===== config.mk =====
export PLATFORM = sky130hd
export DESIGN_NAME = modem_status_detector
export DESIGN_NICKNAME = d
export VERILOG_FILES = /design/src/rtl/msd_pkg.sv /design/src/rtl/msd_sync.sv /design/src/rtl/msd_line_fsm.sv /design/src/rtl/modem_status_detector.sv
export SDC_FILE = /design/constraint.sdc
export NUM_CORES = 1
export LEC_CHECK = 0
export CAP_MARGIN = 30
export CORE_UTILIZATION = 43
export DETAILED_ROUTE_END_ITERATION = 10
export PLACE_DENSITY = 0.89
export REMOVE_ABC_BUFFERS = 1
export SLEW_MARGIN = 10
export SYNTH_ARGS = -nofsm -noshare
export SYNTH_HDL_FRONTEND = slang
export SYNTH_SLANG_ARGS = --single-unit

===== constraint.sdc =====
create_clock -name clk -period 2.1 [get_ports clk]
set_input_delay 0.315 -clock clk [delete_from_list [all_inputs] [get_ports clk]]
set_output_delay 0.315 -clock clk [all_outputs]
set_load 0.02 [all_outputs]

===== src/rtl/msd_pkg.sv =====
package msd_pkg;
    localparam int NUM_LINES = 4;
    localparam int CTL_W     = 8;
    localparam int CTL_USED  = 5;

    // line index: also the change-flag bit, and level bit = index + NUM_LINES
    localparam int LN_CTS = 0;
    localparam int LN_DSR = 1;
    localparam int LN_RI  = 2;
    localparam int LN_DCD = 3;

    // control byte bit positions
    localparam int CB_DTR  = 0;
    localparam int CB_RTS  = 1;
    localparam int CB_OUT1 = 2;
    localparam int CB_OUT2 = 3;
    localparam int CB_LOOP = 4;

    typedef enum logic {
        LINE_IDLE   = 1'b0,
        LINE_ACTIVE = 1'b1
    } line_st_e;
endpackage


===== src/rtl/msd_sync.sv =====
module msd_sync #(
    parameter int   STAGES  = 2,
    parameter logic RST_VAL = 1'b1
) (
    input  logic clk,
    input  logic rst_n,
    input  logic d_i,
    output logic q_o
);
    logic [STAGES-1:0] chain;

    always_ff @(posedge clk or negedge rst_n) begin
        if (!rst_n) chain <= {STAGES{RST_VAL}};
        else        chain <= {chain[STAGES-2:0], d_i};
    end

    assign q_o = chain[STAGES-1];
endmodule


===== src/rtl/msd_line_fsm.sv =====
module msd_line_fsm
    import msd_pkg::*;
#(
    parameter bit TRAILING_ONLY = 1'b0
) (
    input  logic clk,
    input  logic rst_n,
    input  logic level_i,   // asserted (active-high) level of the line
    output logic set_o      // one-cycle change pulse
);
    line_st_e st, nxt;

    always_ff @(posedge clk or negedge rst_n) begin
        if (!rst_n) st <= LINE_IDLE;
        else        st <= nxt;
    end

    always_comb begin
        nxt   = st;
        set_o = 1'b0;
        unique case (st)
            LINE_IDLE: begin
                if (level_i) begin
                    nxt   = LINE_ACTIVE;
                    set_o = !TRAILING_ONLY;
                end
            end
            LINE_ACTIVE: begin
                if (!level_i) begin
                    nxt   = LINE_IDLE;
                    set_o = 1'b1;
                end
            end
        endcase
    end

    // a change pulse always coincides with the tracked state moving
    assert_pulse_moves_R3: assert property (@(posedge clk) disable iff (!rst_n)
        set_o |=> (st != $past(st)));
endmodule


===== src/rtl/modem_status_detector.sv =====
module modem_status_detector
    import msd_pkg::*;
#(
    parameter int SYNC_STAGES = 2
) (
    input  logic             clk,
    input  logic             rst_n,
    input  logic             cts_n_i,
    input  logic             dsr_n_i,
    input  logic             ri_n_i,
    input  logic             dcd_n_i,
    input  logic             ctl_wr,
    input  logic [CTL_W-1:0] ctl_wdata,
    output logic [CTL_W-1:0] ctl_q,
    input  logic             stat_rd,
    output logic [7:0]       stat_q,
    output logic             dtr_n_o,
    output logic             rts_n_o,
    output logic             out1_n_o,
    output logic             out2_n_o,
    output logic             irq_o
);
    logic [CTL_USED-1:0]  ctl;
    logic [NUM_LINES-1:0] pin_n, sync_n, loop_src, lvl, chg, dlt;
    logic                 loop_en;

    // control byte
    always_ff @(posedge clk or negedge rst_n) begin
        if (!rst_n)      ctl <= '0;
        else if (ctl_wr) ctl <= ctl_wdata[CTL_USED-1:0];
    end

    assign ctl_q   = {{(CTL_W-CTL_USED){1'b0}}, ctl};
    assign loop_en = ctl[CB_LOOP];

    assign dtr_n_o  = loop_en | ~ctl[CB_DTR];
    assign rts_n_o  = loop_en | ~ctl[CB_RTS];
    assign out1_n_o = loop_en | ~ctl[CB_OUT1];
    assign out2_n_o = loop_en | ~ctl[CB_OUT2];

    // input lines, indexed by line number
    assign pin_n[LN_CTS] = cts_n_i;
    assign pin_n[LN_DSR] = dsr_n_i;
    assign pin_n[LN_RI]  = ri_n_i;
    assign pin_n[LN_DCD] = dcd_n_i;

    assign loop_src[LN_CTS] = ctl[CB_RTS];
    assign loop_src[LN_DSR] = ctl[CB_DTR];
    assign loop_src[LN_RI]  = ctl[CB_OUT1];
    assign loop_src[LN_DCD] = ctl[CB_OUT2];

    for (genvar i = 0; i < NUM_LINES; i++) begin : g_line
        msd_sync #(.STAGES(SYNC_STAGES), .RST_VAL(1'b1)) u_sync (
            .clk  (clk),
            .rst_n(rst_n),
            .d_i  (pin_n[i]),
            .q_o  (sync_n[i])
        );

        assign lvl[i] = loop_en ? loop_src[i] : ~sync_n[i];

        msd_line_fsm #(.TRAILING_ONLY(i == LN_RI)) u_fsm (
            .clk    (clk),
            .rst_n  (rst_n),
            .level_i(lvl[i]),
            .set_o  (chg[i])
        );

        // sticky flag: a new change wins over a read in the same cycle
        always_ff @(posedge clk or negedge rst_n) begin
            if (!rst_n) dlt[i] <= 1'b0;
            else        dlt[i] <= chg[i] | (dlt[i] & ~stat_rd);
        end
    end

    assign stat_q = {lvl, dlt};
    assign irq_o  = |dlt;

    // ---------------- assertions ----------------
    assert_ctl_mask_R8: assert property (@(posedge clk) disable iff (!rst_n)
        ctl_wr |=> ctl_q == ($past(ctl_wdata) & 8'h1F));

    assert_loop_quiet_R10: assert property (@(posedge clk) disable iff (!rst_n)
        ctl_q[CB_LOOP] |-> ({dtr_n_o, rts_n_o, out1_n_o, out2_n_o} == 4'hF));

    assert_clear_on_read_R5: assert property (@(posedge clk) disable iff (!rst_n)
        (stat_rd && chg == '0) |=> stat_q[3:0] == 4'h0);

    assert_sticky_R5: assert property (@(posedge clk) disable iff (!rst_n)
        !stat_rd |=> (stat_q[3:0] & $past(stat_q[3:0])) == $past(stat_q[3:0]));

    assert_read_race_R6: assert property (@(posedge clk) disable iff (!rst_n)
        (stat_rd && chg != '0) |=> (stat_q[3:0] & $past(chg)) == $past(chg));

    assert_ring_leading_R4: assert property (@(posedge clk) disable iff (!rst_n)
        (!stat_q[LN_RI] && stat_q[NUM_LINES+LN_RI]) |=> !stat_q[LN_RI]);

    assert_irq_hold_R11: assert property (@(posedge clk) disable iff (!rst_n)
        (irq_o && !stat_rd) |=> irq_o);

    assert_irq_drop_R11: assert property (@(posedge clk) disable iff (!rst_n)
        (stat_rd && chg == '0) |=> !irq_o);
endmodule


==> results.toml, run 1 <==
[clock_tree]
clk_latency_ns = 0.29
root_buffer = "clkbuf_4"
cts_max_level = 1
clkSlewWorstSetupHoldPaths_ns = 0.11
clockBufferDepth = 2
cts_sinks = 21
tritoncts = "yes"
cts_buffers = 3

[die]
initial_core_util = 0.473
ios = 37
num_rows = 15
die_area_um2 = 2140
die_w_um = 46.3
die-height_um = 46.3
core_um2 = 1780

[run]
maxCapViolCount = 0

[worst_setup_path]
worst_path_max_delay_cell = "clkdlybuf4s50_1"
worst_path_largest_cell_delay_ns = 0.59
critPathCaptureType = "output pin"
cp.depth = 3
worst_ep_required_time_ns = 1.78
reg2reg_from = "ctl[4]$_DFFE_PN0P_"
critPathTopFamily = "buffers and inverters"
r2r_cells = 3
crit_fanout = 5
critical_path_arrival_ns = 1.62
r2r-end = "stat_q[3]$_DFF_PN0_"
path_cells = "buf_4 > nand2b_1 > clkdlybuf4s50_1"
path_buf_inv = 2
worstSetupPathType = "reg -> out"
r2r_slack_ns = 1.02
startpoint_type = "register"

[finish]
drive_gt1_frac = 0.216
nNetsFinal = 114
fillers = 134
stdcell_area_um2 = 1190
area_growth_pct = 40.9
antenna_cells = 0

[routing]
vias = 535
first_pass_iters = 2
drt_iter0_markers = 1
via_per_inst = 4.39
wl_per_cell_um = 11.7
drt.antenna.violating_nets = 0
drc = 0
wirelength_mm = 1.43

[worst_hold_path]
min_path_type = "reg -> reg"
hold_end = "g_line[3].u_sync.chain[1]$_DFF_PN1_"
hp-start = "g_line[3].u_sync.chain[0]$_DFF_PN1_"
whs_path_depth = 0

[placed_design]
routabilityCongestion = 0.685
numPortBuffers = 30
dp_hpwl_mm = 1.04
dpl_cell_area_um2 = 1120

[grt]
grt_overflow = 0
antenna_found_initial = 0
grt_pass1_wl_mm = 2.24
grt_pass1_vias = 506
grt_max_degree = 22
track_usage = 0.160

[synth]
synth_most_common_cell = "dfrtp_1"
synth_common_cells = "13 x dfrtp_1, 8 x dfstp_2, 7 x buf_4"
netlist_instances = 67
synthTopCellsByArea = "dfrtp_1 39%, dfstp_2 25%, buf_4 6.2%"
ys_ff_latch = 21
syn-cell-area_um2 = 843
ys_seq_area_frac = 0.635
yosysTopAreaCell = "dfrtp_1"
ys_types = 19
synthArstFlopShare = 1.00
yosysWarningCount = 0
synth_top_area_frac = 0.386
synthFlopType = "dfrtp_1"
synth_edf_count = 0
synth.avg_cell_area_um2 = 12.6

[sta]
min_period_ns = 1.94
hold_viol = 0
rsz0062_at_grt = "false"
timing.hold.ws_ns = 0.362
setup_violations = 0
fin_skew_ns = 0.00206
max_freq_mhz = 516
timing.setup.tns_ns = 0
fin_crit_sh = 0.923
drv_slew = 0

[outcome]
status = "finished, final reports clean"

[power_and_ir_drop]
power.density_nw_per_um2 = 775
peakVddDrop_mv = 0.432
p_leak_nw = 0.541
stage by stage:
step / instances / utilization / worst slack (ns) / total power, W
after global routing: 122 / 0.667 / 0.0417 / 0.000977
after global placement: 116 / 0.629 / 0.233 / 0.000728
final: 122 / 0.667 / 0.161 / 0.000921
after floorplan: 60 / - / 0.628 / 0.000605
after detailed placement: 116 / 0.629 / 0.194 / 0.000737
after CTS: 122 / 0.660 / 0.000272 / 0.000935
registers in the layout, indices dropped and copies added (netlist names):
signal / count
ctl: 5
g_line.u_fsm.st: 4
g_line.u_sync.chain: 8
stat_q: 4
final cells by class:
class | count | area (um2) | area share
timing repair buffer | 33 | 348 | 0.293
inverter | 5 | 18.8 | 0.0158
clock buffer | 4 | 26.3 | 0.0221
sequential | 21 | 537 | 0.452
multi-input combinational | 34 | 228 | 0.192
tap | 25 | 31.3 | 0.0263
how the worst max path moves through the flow:
stage | start | endpoint
3_3_place_gp | ctl[4]$_DFFE_PN0P_ | stat_q[4]
5_1_grt | ctl[4]$_DFFE_PN0P_ | rts_n_o
2_1_floorplan | ctl[4]$_DFFE_PN0P_ | stat_q[6]
6_report | ctl[4]$_DFFE_PN0P_ | rts_n_o
3_5_place_dp | ctl[4]$_DFFE_PN0P_ | stat_q[5]
4_1_cts | stat_q[1]$_DFF_PN0_ | irq_o
kinds of logic after synthesis:
| group | after synthesis | share of synthesized area |
|---|---|---|
| AND/OR/NAND/NOR | 18 | 0.114 |
| AO/OA/AOI/OAI | 5 | 0.0356 |
| multiplexers | 8 | 0.107 |
| flip-flops | 21 | 0.635 |
| other | 1 | 0.00445 |
| buffers and inverters | 14 | 0.104 |
what timing repair did:
| item | 4_1_cts | 5_1_grt |
|---|---|---|
| pin swaps | 0 | 0 |
| gates resized for setup | 1 | 5 |
| hold buffers | 0 | 0 |
| buffers inserted | 2 | 0 |
| setup endpoints to repair | 4 | 5 |
layer usage:
layer / routed length (um) / GRT usage / vias up
met3: 59 / 0.0471 / 0
met4: 0 / 0.0882 / 0
li1: - / - / 260
met5: 0 / 0 / -
met2: 783 / 0.259 / 25
met1: 585 / 0.188 / 250
where the power goes:
part           internal [W]  switching, W
clock network     0.0000738      0.000109
registers          0.000452     0.0000293
logic              0.000134      0.000122
cell usage in the layout, fill, tap and decap left out, types with 2 or more instances in the layout:
cell type,instances
o21ai_1,3
nor2_1,3
nand2b_1,4
dfrtp_1,12
buf_4,2
clkbuf_4,3
conb_1,3
mux2i_2,2
mux2i_1,4
clkdlybuf4s50_1,25
dfstp_2,8
nand2_1,4
inv_1,2
dlymetal6s2s_1,5
inv_2,3
nor2b_1,6
mux2_1,2
worst register-to-register path, stage by stage, from the launching register on:
cell and delay (ns):
dfrtp_2 0.49, buf_12 0.16, o21ai_2 0.16, mux2i_1 0.20
No activity file was read; power rests on OpenSTA's default activity.
==> run 2: changes to the inputs <==
--- a/config.mk
+++ b/config.mk
@@ -5,8 +5,9 @@
 export SDC_FILE = /design/constraint.sdc
 export NUM_CORES = 1
 export LEC_CHECK = 0
+export ABC_AREA = 1
 export CAP_MARGIN = 30
-export CORE_UTILIZATION = 43
+export CORE_UTILIZATION = 44
 export DETAILED_ROUTE_END_ITERATION = 10
 export PLACE_DENSITY = 0.89
 export REMOVE_ABC_BUFFERS = 1
==> results.toml, run 2 <==
[sta]
timing.setup.tns_ns = 0
max_freq_mhz = 502
timing.hold.ws_ns = 0.350
rsz0062_at_grt = "false"
fin_skew_ns = 0.00268
min_period_ns = 1.99
fin_crit_sh = 0.949
hold_viol = 0
setup_violations = 0
drv_slew = 0

[placed_design]
dpl_cell_area_um2 = 1160
routabilityCongestion = 0.718
numPortBuffers = 30
dp_hpwl_mm = 1.19

[grt]
grt_max_degree = 22
grt_pass1_vias = 577
grt_overflow = 0
track_usage = 0.157
grt_pass1_wl_mm = 2.35
antenna_found_initial = 0

[finish]
stdcell_area_um2 = 1190
fillers = 147
drive_gt1_frac = 0.168
area_growth_pct = 32.8
mostFrequentLayoutCells = "28 x nand2_1, 28 x clkdlybuf4s50_1, 12 x dfrtp_1"
reg.largest.list = "g_line.u_sync.chain x8, ctl x5"
largest_register = "g_line.u_sync.chain"
nNetsFinal = 136
multiInputGateArea_um2 = 248
largest_register_ffs = 8
antenna_cells = 0
seq_area_um2 = 537

[worst_setup_path]
startpoint_type = "register"
path_cells = "inv_4 > nand2_2 > nand2_1 > clkdlybuf4s50_1"
worstSetupPathType = "reg -> out"
critical_path_arrival_ns = 1.68
r2r_slack_ns = 1.11
worst_ep_required_time_ns = 1.78
r2r-end = "stat_q[1]$_DFF_PN0_"
reg2reg_from = "ctl[4]$_DFFE_PN0P_"
crit_fanout = 12
critPathCaptureType = "output pin"
worst_path_max_delay_cell = "clkdlybuf4s50_1"
r2r_cells = 4
worst_path_largest_cell_delay_ns = 0.60

[routing]
drt.antenna.violating_nets = 0
vias = 634
drt_iter0_markers = 9
via_per_inst = 4.40
wl_per_cell_um = 10.1
wirelength_mm = 1.45
drc = 0
first_pass_iters = 4

[synth]
yosysTopAreaCell = "dfrtp_1"
synth-simple-area-share = 0.235
ys_seq_area_frac = 0.595
synth_fa_ha_area_frac = 0
synth_top_family_by_area = "simple AND/OR/NAND/NOR gates"
synth_edf_count = 0
synth_most_common_cell = "nand2_1"
synth_common_cells = "28 x nand2_1, 13 x dfrtp_1, 9 x inv_1"
ys_types = 17
ys_ff_latch = 21
synth.avg_cell_area_um2 = 9.78
yosysWarningCount = 0
synth-compound-area-share = 0.0278
synthTopCellsByArea = "dfrtp_1 36%, dfstp_2 23%, nand2_1 12%"
synth_top_area_frac = 0.362
synthArstFlopShare = 1.00
synthMuxAreaShare = 0
netlist_instances = 92
syn-cell-area_um2 = 900
synthFlopType = "dfrtp_1"
synth-xor-area-share = 0

[run]
maxCapViolCount = 0

[clock_tree]
cts_max_level = 1
clk_latency_ns = 0.29
cts_buffers = 3
clkSlewWorstSetupHoldPaths_ns = 0.11
cts_sinks = 21
root_buffer = "clkbuf_4"
clockBufferDepth = 2
tritoncts = "yes"

[die]
die-height_um = 47.2
die_w_um = 47.2
initial_core_util = 0.494
ios = 37
die_area_um2 = 2230
core_um2 = 1820
num_rows = 15

[power_and_ir_drop]
p_leak_nw = 0.577
power.density_nw_per_um2 = 752
swShare = 0.293
peakVddDrop_mv = 0.762
p_switching_w = 0.000263
cell_internal_pwr_w = 0.000636
clockPowerShare = 0.206
seqPwrFrac = 0.533
power_frac_comb = 0.261

[outcome]
status = "finished, final reports clean"

[worst_hold_path]
min_path_type = "in -> async"
run 2: cell types whose count changed in the layout (fill, tap and decap cells not counted), sizes merged, moves of 4 or more:
cell	previous run	this run
nand3	0	7
nand2b	4	0
nand2	4	33
inv	5	10
nor2b	6	0
mux2i	6	0
run 2: critical path, delay by kind of cell (launching register included):
| kind | cells | cell delay (ns) |
|---|---|---|
| flops | 1 | 0.49 |
| simple gates | 2 | 0.14 |
| buf+inv | 2 | 0.76 |
run 2: cell families after synthesis:
family,Yosys count
other cells,1
compound gates,5
buf+inv,20
flops,21
simple gates,45
run 2: what timing repair did:
| action | 4_1_cts | 5_1_grt |
|---|---|---|
| setup endpoints to repair | 0 | 4 |
| resized for setup | 0 | 3 |
| buffers inserted | 0 | 0 |
| hold buffers | 0 | 0 |
run 2: how the worst max path moves through the flow:
stage                     slack [ns]               start   endpoint
after floorplan                 0.83  ctl[4]$_DFFE_PN0P_  stat_q[5]
after global placement          0.35  ctl[4]$_DFFE_PN0P_  stat_q[5]
after detailed placement        0.34  ctl[4]$_DFFE_PN0P_  stat_q[7]
after CTS                      0.002  ctl[4]$_DFFE_PN0P_  stat_q[7]
after global routing            0.02  ctl[4]$_DFFE_PN0P_  stat_q[6]
final                           0.11  ctl[4]$_DFFE_PN0P_  stat_q[6]
run 2: final cells by class:
cell class / instances / area share
timing repair buffer: 31 / 0.262
clock buffer: 4 / 0.0220
multi-input combinational: 53 / 0.207
sequential: 21 / 0.449
inverter: 10 / 0.0335
tap: 25 / 0.0262
run 2: through the flow:
step	worst slack [ns]	total power (W)	utilization	std cells
3_3_place_gp	0.353	0.000718	0.638	140
2_1_floorplan	0.832	0.000597	-	84
3_5_place_dp	0.342	0.000725	0.638	140
6_report	0.106	0.000899	0.656	144
4_1_cts	0.00168	0.000909	0.653	144
5_1_grt	0.0183	0.000950	0.656	144
run 2: layer usage:
layer,share of wire,up-vias,GRT usage
li1,-,322,-
met1,0.44,279,0.197
met2,0.47,31,0.269
met3,0.076,2,0.0462
met4,0.0062,0,0.0343
met5,0,-,0
run 2: power groups by stage:
stage	registers [W]	clock network [W]	logic, W
5_1_grt	0.000485	0.000206	0.000259
4_1_cts	0.000480	0.000191	0.000239
6_report	0.000479	0.000185	0.000235
3_5_place_dp	0.000487	0	0.000238
3_3_place_gp	0.000484	0	0.000234
2_1_floorplan	0.000510	0	0.0000872
==> run 3: changes to the inputs <==
--- a/config.mk
+++ b/config.mk
@@ -9,8 +9,9 @@
 export CAP_MARGIN = 30
 export CORE_UTILIZATION = 44
 export DETAILED_ROUTE_END_ITERATION = 10
-export PLACE_DENSITY = 0.89
+export PLACE_DENSITY = 0.88
 export REMOVE_ABC_BUFFERS = 1
+export SETUP_SLACK_MARGIN = 0.3
 export SLEW_MARGIN = 10
 export SYNTH_ARGS = -nofsm -noshare
 export SYNTH_HDL_FRONTEND = slang
==> results.toml, run 3 (synthesized netlist as in run 2, its figures left out) <==
[outcome]
status = "finished, final reports clean"

[grt]
grt_overflow = 0
grt_pass1_wl_mm = 2.50
grt_max_degree = 22
antenna_found_initial = 0
track_usage = 0.167
grt_pass1_vias = 599

[worst_setup_path]
critPathTopFamily = "flip-flops"
path_buf_inv = 2
critical_path_arrival_ns = 1.43
path_cells = "inv_4 > nand2_1 > nand2_1 > clkdlybuf4s15_1"
r2r-end = "stat_q[3]$_DFF_PN0_"
worst_path_max_delay_cell = "dfrtp_2"
worstSetupPathType = "reg -> out"
r2r_slack_ns = 1.06
worst_ep_required_time_ns = 1.78
crit_path_frequent_cell = "nand2_1"
critPathCaptureType = "output pin"
worst_path_largest_cell_delay_ns = 0.49
r2r_cells = 4
crit_fanout = 12
reg2reg_from = "ctl[4]$_DFFE_PN0P_"
startpoint_type = "register"

[clock_tree]
tritoncts = "yes"
cts_buffers = 3
clockBufferDepth = 2
postCtsSetupBuffers = 0
root_buffer = "clkbuf_4"
cts_sinks = 21
clk_latency_ns = 0.29
cts_max_level = 1
clkSlewWorstSetupHoldPaths_ns = 0.11
ctsResizeCount = 9
ctsHoldBuffers = 0

[worst_hold_path]
min_path_type = "in -> async"

[die]
ios = 37
die_area_um2 = 2230
initial_core_util = 0.494
die_w_um = 47.2
num_rows = 15
die-height_um = 47.2
core_um2 = 1820

[placed_design]
routabilityCongestion = 0.714
dp_hpwl_mm = 1.22
numPortBuffers = 30
dpl_cell_area_um2 = 1160

[sta]
timing.hold.ws_ns = 0.358
setup_violations = 0
fin_skew_ns = 0.00558
rsz0062_at_grt = "true"
max_freq_mhz = 575
hold_viol = 0
timing.setup.tns_ns = 0
min_period_ns = 1.74
drv_slew = 0
fin_crit_sh = 0.829

[finish]
antenna_cells = 0
largest_register_ffs = 8
largest_register = "g_line.u_sync.chain"
drive_gt1_frac = 0.193
reg.largest.list = "g_line.u_sync.chain x8, ctl x5"
mostFrequentLayoutCells = "28 x nand2_1, 21 x clkdlybuf4s50_1, 12 x dfrtp_1"
stdcell_area_um2 = 1170
area_growth_pct = 30.3
layout_commonest_cell = "nand2_1"
fillers = 157
nNetsFinal = 136

[routing]
drc = 0
wirelength_mm = 1.54
first_pass_iters = 4
drt.antenna.violating_nets = 0
drt_iter0_markers = 8
vias = 640
via_per_inst = 4.44
wl_per_cell_um = 10.7

[run]
maxCapViolCount = 0

[power_and_ir_drop]
power.density_nw_per_um2 = 758
peakVddDrop_mv = 0.482
p_leak_nw = 0.567
## run 3: cell count changes in the layout (fill, tap and decap cells not counted)
cell and change:
clkdlybuf4s50_1 -7, clkdlybuf4s15_1 +1, clkbuf_2 +3, dlygate4sd2_1 +4, dlymetal6s2s_1 -1
## run 3: stage by stage
step	utilization	total power, W	setup WS [ns]	cells
detailed placement	0.638	0.000727	0.323	140
CTS	0.648	0.000902	0.286	144
global placement	0.638	0.000718	0.345	140
floorplan	-	0.000597	0.832	84
finish	0.644	0.000889	0.360	144
global route	0.644	0.000938	0.253	144
## run 3: final cells by class
class / instances / area [um2] / area share
flip-flops and latches: 21 / 537 / 0.458
multi-input cells: 53 / 248 / 0.211
clock buffers: 4 / 26.3 / 0.0224
well taps: 25 / 31.3 / 0.0267
repair buffers: 31 / 290 / 0.248
inverters: 10 / 40.0 / 0.0342
## run 3: worst max-delay path by stage
stage | from | endpoint | slack [ns] | cells after the start
after global routing | ctl[4]$_DFFE_PN0P_ | stat_q[7] | 0.25 | 4
after floorplan | ctl[4]$_DFFE_PN0P_ | stat_q[5] | 0.83 | 3
after CTS | ctl[4]$_DFFE_PN0P_ | stat_q[5] | 0.29 | 4
after detailed placement | ctl[4]$_DFFE_PN0P_ | stat_q[5] | 0.32 | 4
final | ctl[4]$_DFFE_PN0P_ | stat_q[7] | 0.36 | 4
after global placement | ctl[4]$_DFFE_PN0P_ | stat_q[5] | 0.34 | 4
## run 3: where the power goes
part	total [W]	leakage, nW	switching, W	internal [W]
clock network	0.000185	0.0150	0.000111	0.0000738
registers	0.000479	0.237	0.0000292	0.000450
logic	0.000225	0.315	0.000125	0.000100
total	0.000889	0.567	0.000265	0.000624
## run 3: metal layers
layer  up-vias  GRT usage  share of wire
met5         -          0              0
met4         0     0.0514              0
met3         0     0.0500          0.082
met2        33      0.283           0.50
met1       284      0.207           0.41
li1        323          -              -
## run 3: worst reg2reg max path, cell delays in order, from the launching register on
cell and delay, ns:
dfrtp_2 0.49, inv_4 0.17, nand2_1 0.09, nand3_1 0.09, nand3_1 0.09
